## config.mk

```make
export PLATFORM = sky130hd
export DESIGN_NAME = mop_issue_slice
export DESIGN_NICKNAME = d
export VERILOG_FILES = /design/src/rtl/mopq_pkg.sv /design/src/rtl/mopq_entry.sv /design/src/rtl/mopq_payload.sv /design/src/rtl/mopq_seq.sv /design/src/rtl/mop_issue_slice.sv
export SDC_FILE = /design/constraint.sdc
export NUM_CORES = 1
export LEC_CHECK = 0
export ABC_AREA = 1
export BUFFER_PORTS_ARGS = -buffer_cell sky130_fd_sc_hd__buf_2
export CAP_MARGIN = 20
export CORE_MARGIN = 2
export CORE_UTILIZATION = 39
export CTS_CLUSTER_SIZE = 20
export DETAILED_ROUTE_END_ITERATION = 8
export PLACE_DENSITY_LB_ADDON = 0.1
export SYNTH_ARGS = -nofsm -noshare
export SYNTH_HDL_FRONTEND = slang
export SYNTH_SLANG_ARGS = --single-unit
```

## constraint.sdc

```tcl
create_clock -name clk -period 7.5 [get_ports clk]
set_input_delay 1.5 -clock clk [delete_from_list [all_inputs] [get_ports clk]]
set_output_delay 1.5 -clock clk [all_outputs]
set_load 0.01 [all_outputs]
```

## src/rtl/mopq_pkg.sv

```systemverilog
package mopq_pkg;

    parameter int TAG_W   = 6;
    parameter int PAY_W   = 16;
    parameter int MAX_SRC = 3;

    typedef logic [TAG_W-1:0] tag_t;
    typedef logic [PAY_W-1:0] pay_t;

    // One source operand slot of an entry
    typedef struct packed {
        logic used;
        logic internal;
        logic rdy;
        tag_t tag;
    } src_t;

    // Sequencer phase: idle, or emitting the second half of a pair
    typedef enum logic [0:0] {
        SQ_IDLE = 1'b0,
        SQ_TAIL = 1'b1
    } seq_ph_t;

    function automatic logic tag_hit(input logic v, input tag_t a, input tag_t b);
        return v && (a == b);
    endfunction

    function automatic logic src_ok(input src_t s);
        return !s.used || s.internal || s.rdy;
    endfunction

endpackage

```

## src/rtl/mopq_entry.sv

```systemverilog
module mopq_entry
    import mopq_pkg::*;
#(
    parameter int NSRC = 3
) (
    input  logic                     clk,
    input  logic                     rst,
    input  logic                     alloc_we,
    input  logic                     alloc_fused,
    input  logic [MAX_SRC-1:0]       alloc_used,
    input  logic [MAX_SRC-1:0]       alloc_rdy,
    input  tag_t [MAX_SRC-1:0]       alloc_tag,
    input  tag_t                     alloc_dst,
    input  logic                     ext_v,
    input  tag_t                     ext_tag,
    input  logic                     self_v,
    input  tag_t                     self_tag,
    input  logic                     clear,
    output logic                     valid_o,
    output logic                     fused_o,
    output tag_t                     dst_o,
    output logic                     ready_o
);

    logic               valid_q;
    logic               fused_q;
    tag_t               dst_q;
    src_t               src_q [MAX_SRC];
    logic [MAX_SRC-1:0] ok_vec;

    always_ff @(posedge clk) begin
        if (rst) begin
            valid_q <= 1'b0;
            fused_q <= 1'b0;
            dst_q   <= '0;
        end else if (alloc_we) begin
            valid_q <= 1'b1;
            fused_q <= alloc_fused;
            dst_q   <= alloc_dst;
        end else if (clear) begin
            valid_q <= 1'b0;
        end
    end

    for (genvar s = 0; s < MAX_SRC; s++) begin : g_src
        if (s < NSRC) begin : g_live
            logic hit_new;
            logic hit_old;
            assign hit_new = tag_hit(ext_v, ext_tag, alloc_tag[s])
                           | tag_hit(self_v, self_tag, alloc_tag[s]);
            assign hit_old = tag_hit(ext_v, ext_tag, src_q[s].tag)
                           | tag_hit(self_v, self_tag, src_q[s].tag);

            always_ff @(posedge clk) begin
                if (rst) begin
                    src_q[s] <= '0;
                end else if (alloc_we) begin
                    src_q[s].used     <= alloc_used[s];
                    src_q[s].internal <= alloc_fused && alloc_used[s]
                                         && (alloc_tag[s] == alloc_dst);
                    src_q[s].rdy      <= alloc_rdy[s] | hit_new;
                    src_q[s].tag      <= alloc_tag[s];
                end else if (hit_old) begin
                    src_q[s].rdy <= 1'b1;
                end
            end
        end else begin : g_absent
            assign src_q[s] = '0;
        end
        assign ok_vec[s] = src_ok(src_q[s]);
    end

    assign valid_o = valid_q;
    assign fused_o = fused_q;
    assign dst_o   = dst_q;
    assign ready_o = valid_q && (&ok_vec);

endmodule

```

## src/rtl/mopq_payload.sv

```systemverilog
module mopq_payload
    import mopq_pkg::*;
#(
    parameter int NENT  = 4,
    localparam int IDX_W = (NENT > 1) ? $clog2(NENT) : 1
) (
    input  logic             clk,
    input  logic             we,
    input  logic [IDX_W-1:0] widx,
    input  pay_t             w_head,
    input  pay_t             w_tail,
    input  logic [IDX_W-1:0] ridx,
    output pay_t             r_head,
    output pay_t             r_tail
);

    pay_t slot_hd [NENT];
    pay_t slot_tl [NENT];

    for (genvar e = 0; e < NENT; e++) begin : g_slot
        always_ff @(posedge clk) begin
            if (we && (widx == IDX_W'(e))) begin
                slot_hd[e] <= w_head;
                slot_tl[e] <= w_tail;
            end
        end
    end

    always_comb begin
        r_head = '0;
        r_tail = '0;
        for (int e = 0; e < NENT; e++) begin
            if (ridx == IDX_W'(e)) begin
                r_head = slot_hd[e];
                r_tail = slot_tl[e];
            end
        end
    end

endmodule

```

## src/rtl/mopq_seq.sv

```systemverilog
module mopq_seq
    import mopq_pkg::*;
(
    input  logic clk,
    input  logic rst,
    input  logic grant_fire,
    input  logic g_fused,
    input  tag_t g_dst,
    input  pay_t g_head,
    input  pay_t g_tail,
    output logic busy_o,
    output logic bc_valid,
    output tag_t bc_tag,
    output logic pay_valid,
    output logic pay_tail,
    output pay_t pay_data
);

    seq_ph_t ph_q;
    pay_t    tail_q;
    tag_t    dst_q;

    always_ff @(posedge clk) begin
        if (rst) begin
            ph_q      <= SQ_IDLE;
            tail_q    <= '0;
            dst_q     <= '0;
            pay_valid <= 1'b0;
            pay_tail  <= 1'b0;
            pay_data  <= '0;
        end else begin
            pay_valid <= grant_fire || (ph_q == SQ_TAIL);
            pay_tail  <= !grant_fire && (ph_q == SQ_TAIL);
            pay_data  <= grant_fire ? g_head : tail_q;
            ph_q      <= (grant_fire && g_fused) ? SQ_TAIL : SQ_IDLE;
            if (grant_fire) begin
                tail_q <= g_tail;
                dst_q  <= g_dst;
            end
        end
    end

    assign busy_o   = (ph_q == SQ_TAIL);
    assign bc_valid = (grant_fire && !g_fused) || (ph_q == SQ_TAIL);
    assign bc_tag   = (ph_q == SQ_TAIL) ? dst_q : g_dst;

endmodule

```

## src/rtl/mop_issue_slice.sv

```systemverilog
module mop_issue_slice
    import mopq_pkg::*;
#(
    parameter int NENT     = 4,
    parameter bit WIRED_OR = 1'b1,
    localparam int IDX_W   = (NENT > 1) ? $clog2(NENT) : 1,
    localparam int NSRC    = WIRED_OR ? 3 : 2
) (
    input  logic                     clk,
    input  logic                     rst,
    input  logic                     alloc_en,
    input  logic [IDX_W-1:0]         alloc_idx,
    input  logic                     alloc_fused,
    input  logic [MAX_SRC-1:0]       alloc_src_used,
    input  logic [MAX_SRC-1:0]       alloc_src_rdy,
    input  logic [MAX_SRC*TAG_W-1:0] alloc_src_tag,
    input  logic [TAG_W-1:0]         alloc_dst_tag,
    input  logic [PAY_W-1:0]         alloc_head_pay,
    input  logic [PAY_W-1:0]         alloc_tail_pay,
    input  logic                     ext_bc_valid,
    input  logic [TAG_W-1:0]         ext_bc_tag,
    output logic [NENT-1:0]          req,
    input  logic                     grant_en,
    input  logic [IDX_W-1:0]         grant_idx,
    output logic                     bc_valid,
    output logic [TAG_W-1:0]         bc_tag,
    output logic                     pay_valid,
    output logic                     pay_tail,
    output logic [PAY_W-1:0]         pay_data
);

    tag_t [MAX_SRC-1:0] src_tags;
    logic [NENT-1:0]    ent_valid;
    logic [NENT-1:0]    ent_fused;
    logic [NENT-1:0]    ent_ready;
    tag_t               ent_dst [NENT];
    logic               busy;
    logic               grant_fire;
    logic               g_fused;
    tag_t               g_dst;
    pay_t               g_head;
    pay_t               g_tail;

    for (genvar s = 0; s < MAX_SRC; s++) begin : g_tagsplit
        assign src_tags[s] = alloc_src_tag[s*TAG_W +: TAG_W];
    end

    for (genvar e = 0; e < NENT; e++) begin : g_ent
        logic we_e;
        logic clr_e;
        assign we_e  = alloc_en && (alloc_idx == IDX_W'(e));
        assign clr_e = grant_fire && (grant_idx == IDX_W'(e));

        mopq_entry #(.NSRC(NSRC)) u_ent (
            .clk         (clk),
            .rst         (rst),
            .alloc_we    (we_e),
            .alloc_fused (alloc_fused),
            .alloc_used  (alloc_src_used),
            .alloc_rdy   (alloc_src_rdy),
            .alloc_tag   (src_tags),
            .alloc_dst   (alloc_dst_tag),
            .ext_v       (ext_bc_valid),
            .ext_tag     (ext_bc_tag),
            .self_v      (bc_valid),
            .self_tag    (bc_tag),
            .clear       (clr_e),
            .valid_o     (ent_valid[e]),
            .fused_o     (ent_fused[e]),
            .dst_o       (ent_dst[e]),
            .ready_o     (ent_ready[e])
        );

        assign req[e] = ent_ready[e] && !busy;
    end

    always_comb begin
        grant_fire = 1'b0;
        g_fused    = 1'b0;
        g_dst      = '0;
        for (int e = 0; e < NENT; e++) begin
            if (grant_idx == IDX_W'(e)) begin
                grant_fire = grant_en && req[e];
                g_fused    = ent_fused[e];
                g_dst      = ent_dst[e];
            end
        end
    end

    mopq_payload #(.NENT(NENT)) u_pay (
        .clk    (clk),
        .we     (alloc_en),
        .widx   (alloc_idx),
        .w_head (alloc_head_pay),
        .w_tail (alloc_tail_pay),
        .ridx   (grant_idx),
        .r_head (g_head),
        .r_tail (g_tail)
    );

    mopq_seq u_seq (
        .clk        (clk),
        .rst        (rst),
        .grant_fire (grant_fire),
        .g_fused    (g_fused),
        .g_dst      (g_dst),
        .g_head     (g_head),
        .g_tail     (g_tail),
        .busy_o     (busy),
        .bc_valid   (bc_valid),
        .bc_tag     (bc_tag),
        .pay_valid  (pay_valid),
        .pay_tail   (pay_tail),
        .pay_data   (pay_data)
    );

endmodule

```

# Yosys cells after proc, flatten, opt, wreduce, memory -nomap -nowiden
# Memory sizes are Yosys's and may differ from the RTL's.
# Index checks and enable logic that the tools add are counted.
[classes]
n_eq_ne = 39
reduce_logical = 116
n_mux = 175
n_bitwise = 78
[op_table]
columns = ["op", "n"]
rows = [
  ["$mux W16", 15],
  ["$eq A6 B6 Y1", 33],
  ["$mux W1", 137],
  ["$mux W6", 17],
  ["$reduce_or A16 Y1", 6],
  ["$or A1 B1 Y1", 78],
  ["$logic_and A1 B1 Y1", 59],
  ["$logic_or A1 B1 Y1", 26],
  ["$logic_not A1 Y1", 15],
  ["$mux W2", 6],
  ["$reduce_and A3 Y1", 4],
  ["$eq A2 B2 Y1 const B", 4],
  ["$reduce_bool A2 Y1", 4],
  ["$eq A2 B1 Y1 const B", 2],
  ["$logic_not A2 Y1", 2],
]
[totals]
word_cells = 432
regBits = 73
inputBits = 78
n_memories = 6
mem_bits_rw = 236
[memory_table]
columns = ["memory", "depth", "word_bits", "rd", "rd_ports_with_merged_regs", "wr", "line_no", "text"]
rows = [
  ["u_pay.slot_hd", 4, 16, 4, 0, 1, "mopq_payload.sv:17", "pay_t slot_hd [NENT];"],
  ["u_pay.slot_tl", 4, 16, 4, 0, 1, "mopq_payload.sv:18", "pay_t slot_tl [NENT];"],
  ["g_ent[0].u_ent.src_q", 3, 9, 3, 0, 3, "mopq_entry.sv:28", "src_t src_q [MAX_SRC];"],
  ["g_ent[1].u_ent.src_q", 3, 9, 3, 0, 3, "mopq_entry.sv:28", ""],
  ["g_ent[2].u_ent.src_q", 3, 9, 3, 0, 3, "mopq_entry.sv:28", ""],
  ["g_ent[3].u_ent.src_q", 3, 9, 3, 0, 3, "mopq_entry.sv:28", ""],
]

# Logic depth before layout (Yosys ltp)
# Gate-level depths: netlist of the first run.
# An unclocked memory read counts as a cell.
[depth]
depth_word = 21
ltp_mapped = 15

# Hierarchy
# Synthesis of the first run repeated with hierarchy kept, for this count alone.
[unflattened]
hier_cells = 2262
hier_area_um2 = 17367.9
[by_module_without_submodules]
columns = ["mod", "area_per_inst_um2", "cells_each", "n_inst"]
rows = [
  ["mopq_entry", 2692.6, 422, 4],
  ["mopq_payload", 4839.6, 321, 1],
  ["mopq_seq", 1417.6, 177, 1],
  ["mop_issue_slice", 340.3, 76, 1],
]

# Worst setup path before layout of the first run
# No wires, ideal clock.
[synth_path]
kind = "in2reg"
start = "in alloc_idx[1]"
end = "mem g_ent[1].u_ent.src_q[0][0] in the netlist's numbering (enable)"
cell_stages = 3
t_required_ps = 7117
arrival_time_ps = 5163
setup_slack_ps = 1954
setup_ps = 383
path_cell_list = "nor3_1 -> nor2_1 -> inv_1"
[synth_lines]
columns = ["element", "line_no", "text"]
rows = [
  ["start, declared", "mop_issue_slice.sv:12", "input logic [IDX_W-1:0] alloc_idx,"],
  ["end, declared", "mopq_entry.sv:28", ""],
]

# Worst setup path after layout of the first run
[layout_path]
start = "in grant_idx[1]"
end = "out bc_tag[3]"
[layout_via]
elab_chain_cells = 6
[layout_lines]
columns = ["element", "line_no", "text"]
rows = [
  ["start, declared", "mop_issue_slice.sv:24", "input logic [IDX_W-1:0] grant_idx,"],
  ["$logic_not A2 Y1", "mop_issue_slice.sv:82", "if (grant_idx == IDX_W'(e)) begin"],
  ["$mux W6 (3 in a row)", "mop_issue_slice.sv:82", ""],
  ["$mux W6 (*)", "mop_issue_slice.sv:82", ""],
  ["$mux W6 (*)", "mopq_seq.sv:45", "assign bc_tag = (ph_q == SQ_TAIL) ? dst_q : g_dst;"],
  ["end, declared", "mop_issue_slice.sv:26", "output logic [TAG_W-1:0] bc_tag,"],
]
# Every way passes the cells marked *; elsewhere a longest branch is shown, timed or not.

==> results of run 1 <==
-- power by group --
part	switching, W	leakage (nW)	total [W]	internal [W]
clock	0.000696	0.554	0.00167	0.000979
combinational	0.000340	3.45	0.000482	0.000142
sequential	0.0000502	2.84	0.00200	0.00195
-- cell usage after synthesis, types with 7 or more instances --
master | instances | share of area, %
nand3_1 | 108 | 3.7
a21boi_0 | 18 | 0.93
edfxtp_1 | 236 | 49
o21ai_0 | 46 | 1.6
nor3_1 | 8 | 0.28
xor2_1 | 27 | 1.6
nand4_1 | 16 | 0.69
o2111ai_1 | 8 | 0.48
nor2_1 | 152 | 3.9
a221oi_1 | 14 | 0.85
a21oi_1 | 46 | 1.6
clkbuf_1 | 38 | 0.99
clkinv_1 | 7 | 0.18
xnor2_1 | 20 | 1.2
nand3b_1 | 12 | 0.62
buf_4 | 7 | 0.36
nand2_1 | 381 | 9.9
a2111oi_0 | 8 | 0.48
inv_1 | 157 | 4.1
buf_2 | 15 | 0.52
nand3_2 | 8 | 0.55
dfxtp_1 | 73 | 10
a22o_1 | 18 | 1.1
o22ai_1 | 52 | 2.3
-- final cells by class --
cell class | instances | area, µm² | share of cell area [%]
sequential | 309 | 8550 | 51.9
multi-input combinational | 983 | 4930 | 29.9
clock buffer | 48 | 965 | 5.85
timing repair buffer | 124 | 666 | 4.04
inverter | 169 | 634 | 3.85
tap | 468 | 586 | 3.55
clock inverter | 15 | 161 | 0.979
-- per-stage QoR --
step	power, W	utilization, %	instance area [µm²]	cells
2_1_floorplan	0.00232	-	14500	1534
3_3_place_gp	0.00251	42.1	15400	2053
3_5_place_dp	0.00251	42.1	15400	2053
4_1_cts	0.00419	45.1	16500	2116
5_1_grt	0.00431	45.1	16500	2116
6_report	0.00415	45.1	16500	2116
-- worst max-delay path, cell delays in order --
cell and delay, ps:
buf_2 260, nand2_1 190, inv_2 620, nand2_1 190, nand3_2 360, nand2_2 380
inv_1 140, buf_2 140
-- state kept, by name, indices dropped and copies added, names as in the netlist --
register / flops
u_pay.slot_hd: 64
u_seq.pay_valid: 1
g_ent.u_ent.src_q: 108
g_ent.u_ent.valid_o: 4
g_ent.u_ent.dst_o: 24
g_ent.u_ent.fused_o: 4
u_seq.tail_q: 16
u_seq.dst_q: 6
u_seq.pay_data: 16
u_seq.busy_o: 1
u_seq.pay_tail: 1
u_pay.slot_tl: 64
-- layer usage --
metal / up-vias / global-route usage [%] / share of wire [%]
met5: - / 0 / 0.056
met4: 4 / 11.1 / 4.4
met3: 95 / 3.59 / 5.5
met2: 370 / 41.9 / 47
met1: 5422 / 32.7 / 43
li1: 5399 / - / -
-- kinds of logic after synthesis --
kind of cell              share of synthesized area [%]
buffers and inverters                              6.99
AOI/OAI and AO/OA                                  10.5
DFF                                                59.1
xor gates and xnor gates                           2.85
and+or+nand+nor                                    20.6
-- worst min path at each step --
stage / from / endpoint / depth (start not counted)
5_1_grt: g_ent[2].u_ent.dst_o[5]$_SDFFE_PP0P_ / g_ent[2].u_ent.dst_o[5]$_SDFFE_PP0P_ / 2
6_report: g_ent[3].u_ent.dst_o[0]$_SDFFE_PP0P_ / g_ent[3].u_ent.dst_o[0]$_SDFFE_PP0P_ / 2
3_5_place_dp: g_ent[3].u_ent.dst_o[0]$_SDFFE_PP0P_ / g_ent[3].u_ent.dst_o[0]$_SDFFE_PP0P_ / 2
2_1_floorplan: g_ent[1].u_ent.dst_o[1]$_SDFFE_PP0P_ / g_ent[1].u_ent.dst_o[1]$_SDFFE_PP0P_ / 2
3_3_place_gp: g_ent[3].u_ent.dst_o[0]$_SDFFE_PP0P_ / g_ent[3].u_ent.dst_o[0]$_SDFFE_PP0P_ / 2
4_1_cts: g_ent[3].u_ent.dst_o[0]$_SDFFE_PP0P_ / g_ent[3].u_ent.dst_o[0]$_SDFFE_PP0P_ / 2
==> reports/qor.json, run 1 <==
{
  "outcome": {
    "run_status": "completed"
  },
  "finish": {
    "top_library_cells_by_usage_in_the_layout_fill_and_taps_aside": "379 x nand2_1, 236 x edfxtp_1, 156 x inv_1",
    "final_net_count": 1700,
    "mostFrequentLayoutCell": "nand2_1",
    "area_growth_syn_to_layout_pct": 14.1,
    "n_fill_cell": 3561,
    "share_of_cells_above_drive_strength_1_pct": 12.7,
    "diodes": 0
  },
  "routing": {
    "drt-initial-drc-count": 831,
    "drt_wl_total_um": 48000,
    "ant_nets": 0,
    "wl_per_cell_um": 22.7,
    "detail_route.first_pass.iterations": 5,
    "drt-vias-per-instance": 5.34,
    "via_count": 11290,
    "drcViolationCount": 0
  },
  "floorplan": {
    "floorplan.die.height_um": 197,
    "fp-row-count": 70,
    "die_w_um": 197,
    "i_o_pins": 107,
    "fp.dieArea_um2": 38600,
    "floorplan.core_area_um2": 36500,
    "initial_utilization_pct": 39.6
  },
  "pwr": {
    "power.density_cell_area_nw_per_um2": 252,
    "peakVddDrop_mv": 0.180,
    "total_leakage_power_nw": 6.85
  },
  "worst_setup_path": {
    "critical_path_start": "grant_idx[1]",
    "endpoint_kind_of_the_worst_setup_timing_path": "output port",
    "cp-start-kind": "input pin",
    "timing.critical_path.arrival_ps": 3810,
    "r2r_start": "u_seq.busy_o$_SDFF_PP0_",
    "crit_path_max_fo": 38,
    "crit-reg2reg-capture": "g_ent[3].u_ent.src_q[1][6]$_DFFE_PP_",
    "worstRegToRegCells": 11,
    "critPathCapture": "bc_tag[3]",
    "timing.critical_path.required_ps": 6000,
    "timing.reg2reg.setup_slack_ps": 4820,
    "critical_setup_path_class": "input pin to output port"
  },
  "cts": {
    "postCtsResizedCells": 0,
    "cts_made_buffers": 35,
    "hold_buffer_count_at_cts": 0,
    "worst_skew_pair.late_latency_ps": 540,
    "clock_tree.buffer_depth": 3,
    "cts_tree": "yes",
    "clock-sinks": 309,
    "cts_root_buffer": "clkbuf_16",
    "post_cts.repair.setup_buffers": 0,
    "h-tree-depth": 2,
    "clk_pin_slew_worst_paths_ps": 60
  },
  "synthesis": {
    "post_synthesis_sequential_element_count": 309,
    "synth_enable_flop_cells": 236,
    "synth_cell_types": 40,
    "yosys_warnings": 0,
    "post_synth.cell_area_avg_um2": 9.42,
    "async_flop_share_pct": 0,
    "ys_dominant_reg_cell": "edfxtp_1",
    "netlist_instances": 1534,
    "syn_nets": 1612,
    "synth.yosys.seq_area_share_pct": 59.1,
    "post_synth_instance_area_um2": 14500
  },
  "sta": {
    "tightest_slew_ps": 897,
    "final.setup.worst_slack_ps": 2190,
    "fmaxAchievable_mhz": 188,
    "post_route_clock_period_utilization_pct": 70.8,
    "fin_hold_ws_ps": 461,
    "max_slew_margin_pct": 40.2,
    "maxSlewViolCount": 0,
    "rsz0062_at_grt": "false",
    "finalWorstPathRequiredPeriod_ps": 5310,
    "final.setup_skew_ps": 17.6,
    "fin_tns_setup_ps": 0,
    "number_of_setup_violations_in_the_final_report": 0,
    "hold_violations": 0
  },
  "global_route": {
    "gr-total-overflow": 0,
    "first_pass_grt_wire_length_um": 71200,
    "grt_start_max_net_pins": 39,
    "grt_antenna_before_repair": 2,
    "grt_usage_pct": 25.1,
    "vias_in_the_first_global_route": 11121
  },
  "job": {
    "cap_violations": 0
  },
  "placement": {
    "place_ws_ps": 2180,
    "portBuffers": 106,
    "gp_congestion": 0.933,
    "detailedPlacementHpwl_um": 32200
  },
  "min_path": {
    "timing.hold.worst.class": "register to register"
  }
}
Note: power is estimated with default switching activity, not from simulation.
==> inputs of run 2 (changes only) <==
==> constraint.sdc (replaced) <==
create_clock -name clk -period 4.6 [get_ports clk]
set_input_delay 0.92 -clock clk [delete_from_list [all_inputs] [get_ports clk]]
set_output_delay 0.92 -clock clk [all_outputs]
set_load 0.01 [all_outputs]
==> run 2 against run 1 <==
  * Sequential share of layout area shrank 0.50 points
  * Die area stayed put
  * Design area rose by 0.98%
  * Routed wire length rose by 0.18%
  * Critical path depth unchanged
  * Global-route usage fell by 0.35 points
  * First-iteration DRC count is 26% higher
  * Clock skew rose by 16 ps
  * Flip-flop and latch count unchanged
  * Worst setup slack got worse by 1500 ps
  * Non-clock buffer count up 13
  * Critical endpoint is now bc_tag[2]
  * Critical path type unchanged
==> reports/qor.json, run 2 (synthesis gave the netlist of run 1 again) <==
{
  "worst_setup_path": {
    "timing.critical_path.required": {"value": 3680, "unit": "ps", "change": "-2320 ps"},
    "crit_path_max_fo": {"value": 17, "change": "-55%"},
    "r2r_start": "u_seq.busy_o$_SDFF_PP0_",
    "worstRegToRegCells": {"value": 11, "change": "unchanged"},
    "timing.reg2reg.setup_slack": {"value": 1910, "unit": "ps", "change": "-2910 ps"},
    "endpoint_kind_of_the_worst_setup_timing_path": "output port",
    "critical_setup_path_class": "input pin to output port",
    "crit-reg2reg-capture": "g_ent[1].u_ent.src_q[0][6]$_DFFE_PP_",
    "timing.critical_path.arrival": {"value": 2990, "unit": "ps", "change": "-820 ps"},
    "cp-start-kind": "input pin"
  },
  "global_route": {
    "grt_usage": {"value": 24.8, "unit": "%", "change": "-0.35 points"},
    "first_pass_grt_wire_length": {"value": 70700, "unit": "µm", "change": "-0.72%"},
    "grt_start_max_net_pins": {"value": 34, "change": "-13%"},
    "grt_antenna_before_repair": {"value": 3, "change": "+1"},
    "vias_in_the_first_global_route": {"value": 11102, "change": "-0.17%"},
    "gr-total-overflow": {"value": 0, "change": "unchanged"}
  },
  "sta": {
    "fin_tns_setup": {"value": 0, "unit": "ps", "change": "unchanged"},
    "hold_violations": {"value": 0, "change": "unchanged"},
    "final.setup_skew": {"value": 33.8, "unit": "ps", "change": "+16.3 ps"},
    "rsz0062_at_grt": "false",
    "tightest_slew": {"value": 917, "unit": "ps", "change": "+19.7 ps"},
    "number_of_setup_violations_in_the_final_report": {"value": 0, "change": "unchanged"},
    "maxSlewViolCount": {"value": 0, "change": "unchanged"},
    "max_slew_margin": {"value": 38.8, "unit": "%", "change": "-1.4 points"},
    "post_route_clock_period_utilization_pct": 84.9,
    "fmaxAchievable_mhz": 256,
    "finalWorstPathRequiredPeriod_ps": 3910
  },
  "routing": {
    "via_count": {"value": 11661, "change": "+3.3%"},
    "route.met2.wl": {"value": 22000, "unit": "µm", "change": "-2.6%"},
    "drcViolationCount": {"value": 0, "change": "unchanged"},
    "detailroute.wirelength.met3": {"value": 3780, "unit": "µm", "change": "+42%"},
    "wl_per_cell": {"value": 22.5, "unit": "µm", "change": "-0.57%"},
    "routed_met1_length": {"value": 20600, "unit": "µm", "change": "-0.12%"},
    "drt-vias-per-instance": {"value": 5.47, "change": "+2.5%"},
    "drt_wl_total": {"value": 48000, "unit": "µm", "change": "+0.18%"},
    "drt-initial-drc-count": {"value": 1046, "change": "+26%"},
    "detail_route.first_pass.iterations": {"value": 6, "change": "+1"},
    "routed.top_layer": "met5",
    "ant_nets": {"value": 0, "change": "unchanged"}
  },
  "min_path": {
    "worst_hold_path.num_cells": {"value": 2, "change": "unchanged"},
    "holdPathEnd": "g_ent[3].u_ent.dst_o[4]$_SDFFE_PP0P_",
    "timing.hold.worst.class": "register to register",
    "hold_path_startpoint": "g_ent[3].u_ent.dst_o[4]$_SDFFE_PP0P_"
  },
  "cts": {
    "cts_tree": "yes",
    "h-tree-depth": {"value": 2, "change": "unchanged"},
    "clock-sinks": {"value": 309, "change": "unchanged"},
    "postCtsResizedCells": {"value": 0, "change": "unchanged"},
    "clk_pin_slew_worst_paths": {"value": 60, "unit": "ps", "change": "about the same"},
    "clock_tree.buffer_depth": {"value": 3, "change": "unchanged"},
    "worst_skew_pair.late_latency": {"value": 550, "unit": "ps", "change": "about the same"},
    "hold_buffer_count_at_cts": {"value": 0, "change": "unchanged"},
    "post_cts.repair.setup_buffers": {"value": 0, "change": "unchanged"},
    "cts_made_buffers": {"value": 35, "change": "unchanged"},
    "cts_root_buffer": "clkbuf_16"
  },
  "floorplan": {
    "die_w": {"value": 197, "unit": "µm", "change": "unchanged"},
    "fp-row-count": {"value": 70, "change": "unchanged"},
    "i_o_pins": {"value": 107, "change": "unchanged"},
    "initial_utilization": {"value": 39.6, "unit": "%", "change": "unchanged"},
    "fp.dieArea": {"value": 38600, "unit": "µm²", "change": "unchanged"},
    "floorplan.die.height": {"value": 197, "unit": "µm", "change": "unchanged"},
    "floorplan.core_area": {"value": 36500, "unit": "µm²", "change": "unchanged"}
  },
  "finish": {
    "n_fill_cell": {"value": 3534, "change": "-0.76%"},
    "largest_registers_ranked_by_flip_flop_count": "g_ent.u_ent.src_q (108), u_pay.slot_hd (64), u_pay.slot_tl (64)",
    "fin_util": {"value": 45.6, "unit": "%", "change": "+0.44 points"},
    "mostFrequentLayoutCell": "nand2_1",
    "area_growth_syn_to_layout_pct": 15.2,
    "share_of_cells_above_drive_strength_1": {"value": 13.3, "unit": "%", "change": "+0.55 points"},
    "max_flop_register": "g_ent.u_ent.src_q",
    "largest_register_ffs": {"value": 108, "change": "unchanged"},
    "top_library_cells_by_usage_in_the_layout_fill_and_taps_aside": "381 x nand2_1, 236 x edfxtp_1, 157 x inv_1",
    "final_net_count": {"value": 1713, "change": "+0.76%"}
  },
  "pwr": {
    "power.density_cell_area": {"value": 416, "unit": "nW/µm²", "change": "+65%"},
    "peakVddDrop": {"value": 0.287, "unit": "mV", "change": "+59%"},
    "total_leakage_power": {"value": 6.92, "unit": "nW", "change": "+1.2%"}
  },
  "placement": {
    "gp_congestion": {"value": 0.937, "change": "+0.45%"},
    "detailedPlacementHpwl": {"value": 31800, "unit": "µm", "change": "-1.2%"},
    "portBuffers": {"value": 106, "change": "unchanged"}
  },
  "job": {
    "cap_violations": {"value": 0, "change": "unchanged"}
  },
  "outcome": {
    "run_status": "completed"
  }
}
## run 2: area by class of cell
cell class / instances / area, µm² / area share (%)
clock buffers: 44 / 930 / 5.58
flip-flops and latches: 309 / 8550 / 51.3
repair buffers: 137 / 763 / 4.58
multi-input cells: 983 / 4950 / 29.7
well taps: 468 / 586 / 3.52
inverters: 169 / 634 / 3.81
diodes: 2 / 5.00 / 0.0301
clock inverters: 20 / 235 / 1.41
## run 2: metal layers
layer  track usage, %  up-vias
met5                0        -
met4             8.75        2
met3             4.74      110
met2             40.4      541
met1             33.1     5561
li1                 -     5447
## run 2: worst max-delay path, cell delays in order
cell and delay [ps]:
buf_2 190, nor2_4 470, nand2_1 100, nand3_1 140
nand3_2 420, nand2_4 440, inv_1 120, buf_2 160
## run 2: worst max path at each step
stage	start	endpoint	slack, ps	depth (start not counted)
global route	grant_idx[1]	bc_tag[2]	670	8
detailed placement	grant_idx[1]	bc_tag[2]	740	8
floorplan	alloc_idx[1]	g_ent[3].u_ent.src_q[1][6]$_DFFE_PP_	700	8
finish	grant_idx[1]	bc_tag[2]	690	8
global placement	grant_idx[1]	bc_tag[2]	800	8
CTS	grant_idx[1]	bc_tag[2]	740	8
## run 2: stage by stage
step,cells,cell area (µm²),hold WS [ps],setup slack (ps),total power [W]
2_1_floorplan,1534,14500,429,697,0.00378
3_3_place_gp,2066,15500,444,802,0.00410
3_5_place_dp,2066,15500,445,735,0.00411
4_1_cts,2130,16600,460,741,0.00697
5_1_grt,2131,16600,480,671,0.00716
6_report,2132,16600,463,693,0.00693
## run 2: power by group
part           leakage, nW  switching [W]  internal [W]
clock                0.562        0.00119       0.00168
combinational         3.52       0.000564      0.000241
sequential            2.84      0.0000791       0.00318
==> inputs of run 3 (changes only) <==
==> constraint.sdc (replaced) <==
create_clock -name clk -period 4 [get_ports clk]
set_input_delay 0.8 -clock clk [delete_from_list [all_inputs] [get_ports clk]]
set_output_delay 0.8 -clock clk [all_outputs]
set_load 0.01 [all_outputs]
==> run 3 against run 2 <==
  * Clock power increased by 16%
  * Critical path depth unchanged
  * Sequential share of layout area down 0.30 points
  * Flip-flop and latch count unchanged
  * Non-clock buffer count rose by 8
  * Power is 15% higher
  * Via count fell by 0.29%
  * Sequential power increased by 15%
  * Highest routed layer unchanged
  * Clock-buffer cell count grew 1
  * First-iteration DRC count decreased by 8.1%
  * Combinational power up 16%
==> reports/qor.json, run 3 (synthesis gave the netlist of run 1 again) <==
{
  "floorplan": {
    "initial_utilization": {"value": 39.6, "unit": "%", "change": "unchanged"},
    "die_w": {"value": 197, "unit": "µm", "change": "unchanged"},
    "fp-row-count": {"value": 70, "change": "unchanged"},
    "fp.dieArea": {"value": 38600, "unit": "µm²", "change": "unchanged"},
    "floorplan.die.height": {"value": 197, "unit": "µm", "change": "unchanged"},
    "floorplan.core_area": {"value": 36500, "unit": "µm²", "change": "unchanged"},
    "i_o_pins": {"value": 107, "change": "unchanged"}
  },
  "global_route": {
    "grt_start_max_net_pins": {"value": 34, "change": "unchanged"},
    "gr-total-overflow": {"value": 0, "change": "unchanged"},
    "grt_antenna_before_repair": {"value": 1, "change": "-2"},
    "vias_in_the_first_global_route": {"value": 11389, "change": "+2.6%"},
    "first_pass_grt_wire_length": {"value": 72200, "unit": "µm", "change": "+2.0%"},
    "grt_usage": {"value": 25.3, "unit": "%", "change": "+0.57 points"}
  },
  "cts": {
    "cts_made_buffers": {"value": 36, "change": "+2.9%"},
    "hold_buffer_count_at_cts": {"value": 0, "change": "unchanged"},
    "clock_tree.buffer_depth": {"value": 3, "change": "unchanged"},
    "cts_tree": "yes",
    "post_cts.repair.setup_buffers": {"value": 0, "change": "unchanged"},
    "h-tree-depth": {"value": 2, "change": "unchanged"},
    "postCtsResizedCells": {"value": 0, "change": "unchanged"},
    "worst_skew_pair.late_latency": {"value": 560, "unit": "ps", "change": "about the same"},
    "cts_root_buffer": "clkbuf_16",
    "clock-sinks": {"value": 309, "change": "unchanged"},
    "clk_pin_slew_worst_paths": {"value": 60, "unit": "ps", "change": "about the same"}
  },
  "finish": {
    "max_flop_register": "g_ent.u_ent.src_q",
    "n_fill_cell": {"value": 3485, "change": "-1.4%"},
    "mostFrequentLayoutCell": "nand2_1",
    "share_of_cells_above_drive_strength_1": {"value": 13.9, "unit": "%", "change": "+0.58 points"},
    "final_net_count": {"value": 1722, "change": "+0.53%"},
    "diodes": {"value": 0, "change": "-2"},
    "top_library_cells_by_usage_in_the_layout_fill_and_taps_aside": "381 x nand2_1, 236 x edfxtp_1, 157 x inv_1",
    "multi_input_area": {"value": 4950, "unit": "µm²", "change": "unchanged"},
    "largest_registers_ranked_by_flip_flop_count": "g_ent.u_ent.src_q (108), u_pay.slot_hd (64), u_pay.slot_tl (64)",
    "register_area": {"value": 8550, "unit": "µm²", "change": "unchanged"},
    "largest_register_ffs": {"value": 108, "change": "unchanged"},
    "post_layout_nonfiller_instances": {"value": 2140, "change": "+0.38%"},
    "area_growth_syn_to_layout_pct": 15.9
  },
  "worst_setup_path": {
    "endpoint_kind_of_the_worst_setup_timing_path": "output port",
    "worstRegToRegCells": {"value": 11, "change": "unchanged"},
    "cp-start-kind": "input pin",
    "crit_path_max_fo": {"value": 19, "change": "+2"},
    "timing.critical_path.arrival": {"value": 2520, "unit": "ps", "change": "-470 ps"},
    "timing.reg2reg.setup_slack": {"value": 1270, "unit": "ps", "change": "-640 ps"},
    "critical_path_cell_list": "buf_2, nand2_1, inv_2, nand2_1, nand3_2, nand2_4, inv_2, buf_2",
    "critical_setup_path_class": "input pin to output port",
    "worst_path_largest_cell_delay": {"value": 330, "unit": "ps", "change": "-140 ps"},
    "worst_path_slowest_cell": "inv_2",
    "timing.critical_path.required": {"value": 3200, "unit": "ps", "change": "-480 ps"}
  },
  "sta": {
    "post_route_clock_period_utilization_pct": 83.1,
    "hold_violations": {"value": 0, "change": "unchanged"},
    "fmaxAchievable_mhz": 301,
    "number_of_setup_violations_in_the_final_report": {"value": 0, "change": "unchanged"},
    "tightest_slew": {"value": 854, "unit": "ps", "change": "-63.5 ps"},
    "final.setup_skew": {"value": 14.4, "unit": "ps", "change": "-19.4 ps"},
    "maxSlewViolCount": {"value": 0, "change": "unchanged"},
    "max_slew_margin": {"value": 41.6, "unit": "%", "change": "+2.8 points"},
    "finalWorstPathRequiredPeriod_ps": 3320,
    "rsz0062_at_grt": "false",
    "fin_tns_setup": {"value": 0, "unit": "ps", "change": "unchanged"}
  },
  "pwr": {
    "p_int": {"value": 0.00589, "unit": "W", "change": "+15%"},
    "netSwitchingPower": {"value": 0.00211, "unit": "W", "change": "+15%"},
    "share_of_power_burned_in_combinational_logic": {"value": 11.7, "unit": "%", "change": "about the same"},
    "pwr-share-clk": {"value": 41.5, "unit": "%", "change": "about the same"},
    "power.density_cell_area": {"value": 477, "unit": "nW/µm²", "change": "+15%"},
    "total_leakage_power": {"value": 6.99, "unit": "nW", "change": "+0.96%"},
    "switching_share": {"value": 26.4, "unit": "%", "change": "-0.057 points"},
    "sequentialPowerShare": {"value": 46.8, "unit": "%", "change": "-0.2 points"},
    "peakVddDrop": {"value": 0.323, "unit": "mV", "change": "+13%"}
  },
  "routing": {
    "via_count": {"value": 11627, "change": "-0.29%"},
    "drcViolationCount": {"value": 0, "change": "unchanged"},
    "drt_wl_total": {"value": 48300, "unit": "µm", "change": "+0.47%"},
    "wl_per_cell": {"value": 22.6, "unit": "µm", "change": "about the same"},
    "drt-initial-drc-count": {"value": 961, "change": "-8.1%"},
    "ant_nets": {"value": 0, "change": "unchanged"},
    "drt-vias-per-instance": {"value": 5.43, "change": "-0.66%"},
    "detail_route.first_pass.iterations": {"value": 5, "change": "-1"}
  },
  "placement": {
    "portBuffers": {"value": 106, "change": "unchanged"},
    "placed_cells": {"value": 2074, "change": "+0.39%"},
    "gp_congestion": {"value": 0.931, "change": "-0.59%"},
    "detailedPlacementHpwl": {"value": 32500, "unit": "µm", "change": "+2.4%"}
  },
  "min_path": {
    "worst_hold_path.num_cells": {"value": 1, "change": "-1"},
    "timing.hold.worst.class": "input pin to register"
  },
  "outcome": {
    "run_status": "completed"
  },
  "job": {
    "cap_violations": {"value": 0, "change": "unchanged"}
  }
}
## run 3: changes by cell type in the layout (fill, tap and decap cells not counted), sizes merged
cell,change
buf,+8
diode,-2
clkinvlp,-2
clkinv,+4
clkbuf,+1
bufinv,-1
## run 3: cell type report
cell class                 instances  share of cell area [%]
sequential                       309                    51.0
multi-input combinational        983                    29.5
clock buffer                      45                    5.83
timing repair buffer             145                    4.99
inverter                         169                    3.79
tap                              468                    3.50
clock inverter                    21                    1.31
## run 3: worst max-delay path, delay by kind of cell
family,cells,cell delay (ps)
buffers and inverters,4,1020
AND/OR/NAND/NOR,4,680
## run 3: worst paths after layout
kind,endpoint,startpoint
max,bc_tag[5],grant_idx[0]
min,u_pay.slot_hd[1][3]$_DFFE_PP_,alloc_head_pay[3]
max reg2reg,g_ent[1].u_ent.src_q[0][6]$_DFFE_PP_,u_seq.busy_o$_SDFF_PP0_
min reg2reg,g_ent[3].u_ent.dst_o[0]$_SDFFE_PP0P_,g_ent[3].u_ent.dst_o[0]$_SDFFE_PP0P_
## run 3: power by group through the flow
stage	sequential (W)	combinational, W	clock (W)
after CTS	0.00374	0.000929	0.00338
after global placement	0.00380	0.000923	0
final	0.00374	0.000934	0.00332
after global routing	0.00376	0.00102	0.00351
after floorplan	0.00378	0.000569	0
after detailed placement	0.00381	0.000926	0
## run 3: stage by stage
step | setup WS, ps | utilization (%) | area [µm²] | total power [W] | hold WS [ps]
finish | 677 | 45.9 | 16700 | 0.00799 | 461
detailed placement | 688 | 42.6 | 15500 | 0.00473 | 447
CTS | 683 | 45.9 | 16700 | 0.00805 | 440
global placement | 777 | 42.6 | 15500 | 0.00473 | 447
global route | 554 | 45.9 | 16700 | 0.00829 | 450
floorplan | 217 | - | 14500 | 0.00435 | 429
## run 3: per-layer routing
metal	vias to the layer above	share of wire, %	GRT usage (%)
met5	-	0.027	0
met4	2	3.4	10.3
met3	106	6.9	4.28
met2	469	46	41.3
met1	5611	43	33.7
li1	5439	-	-
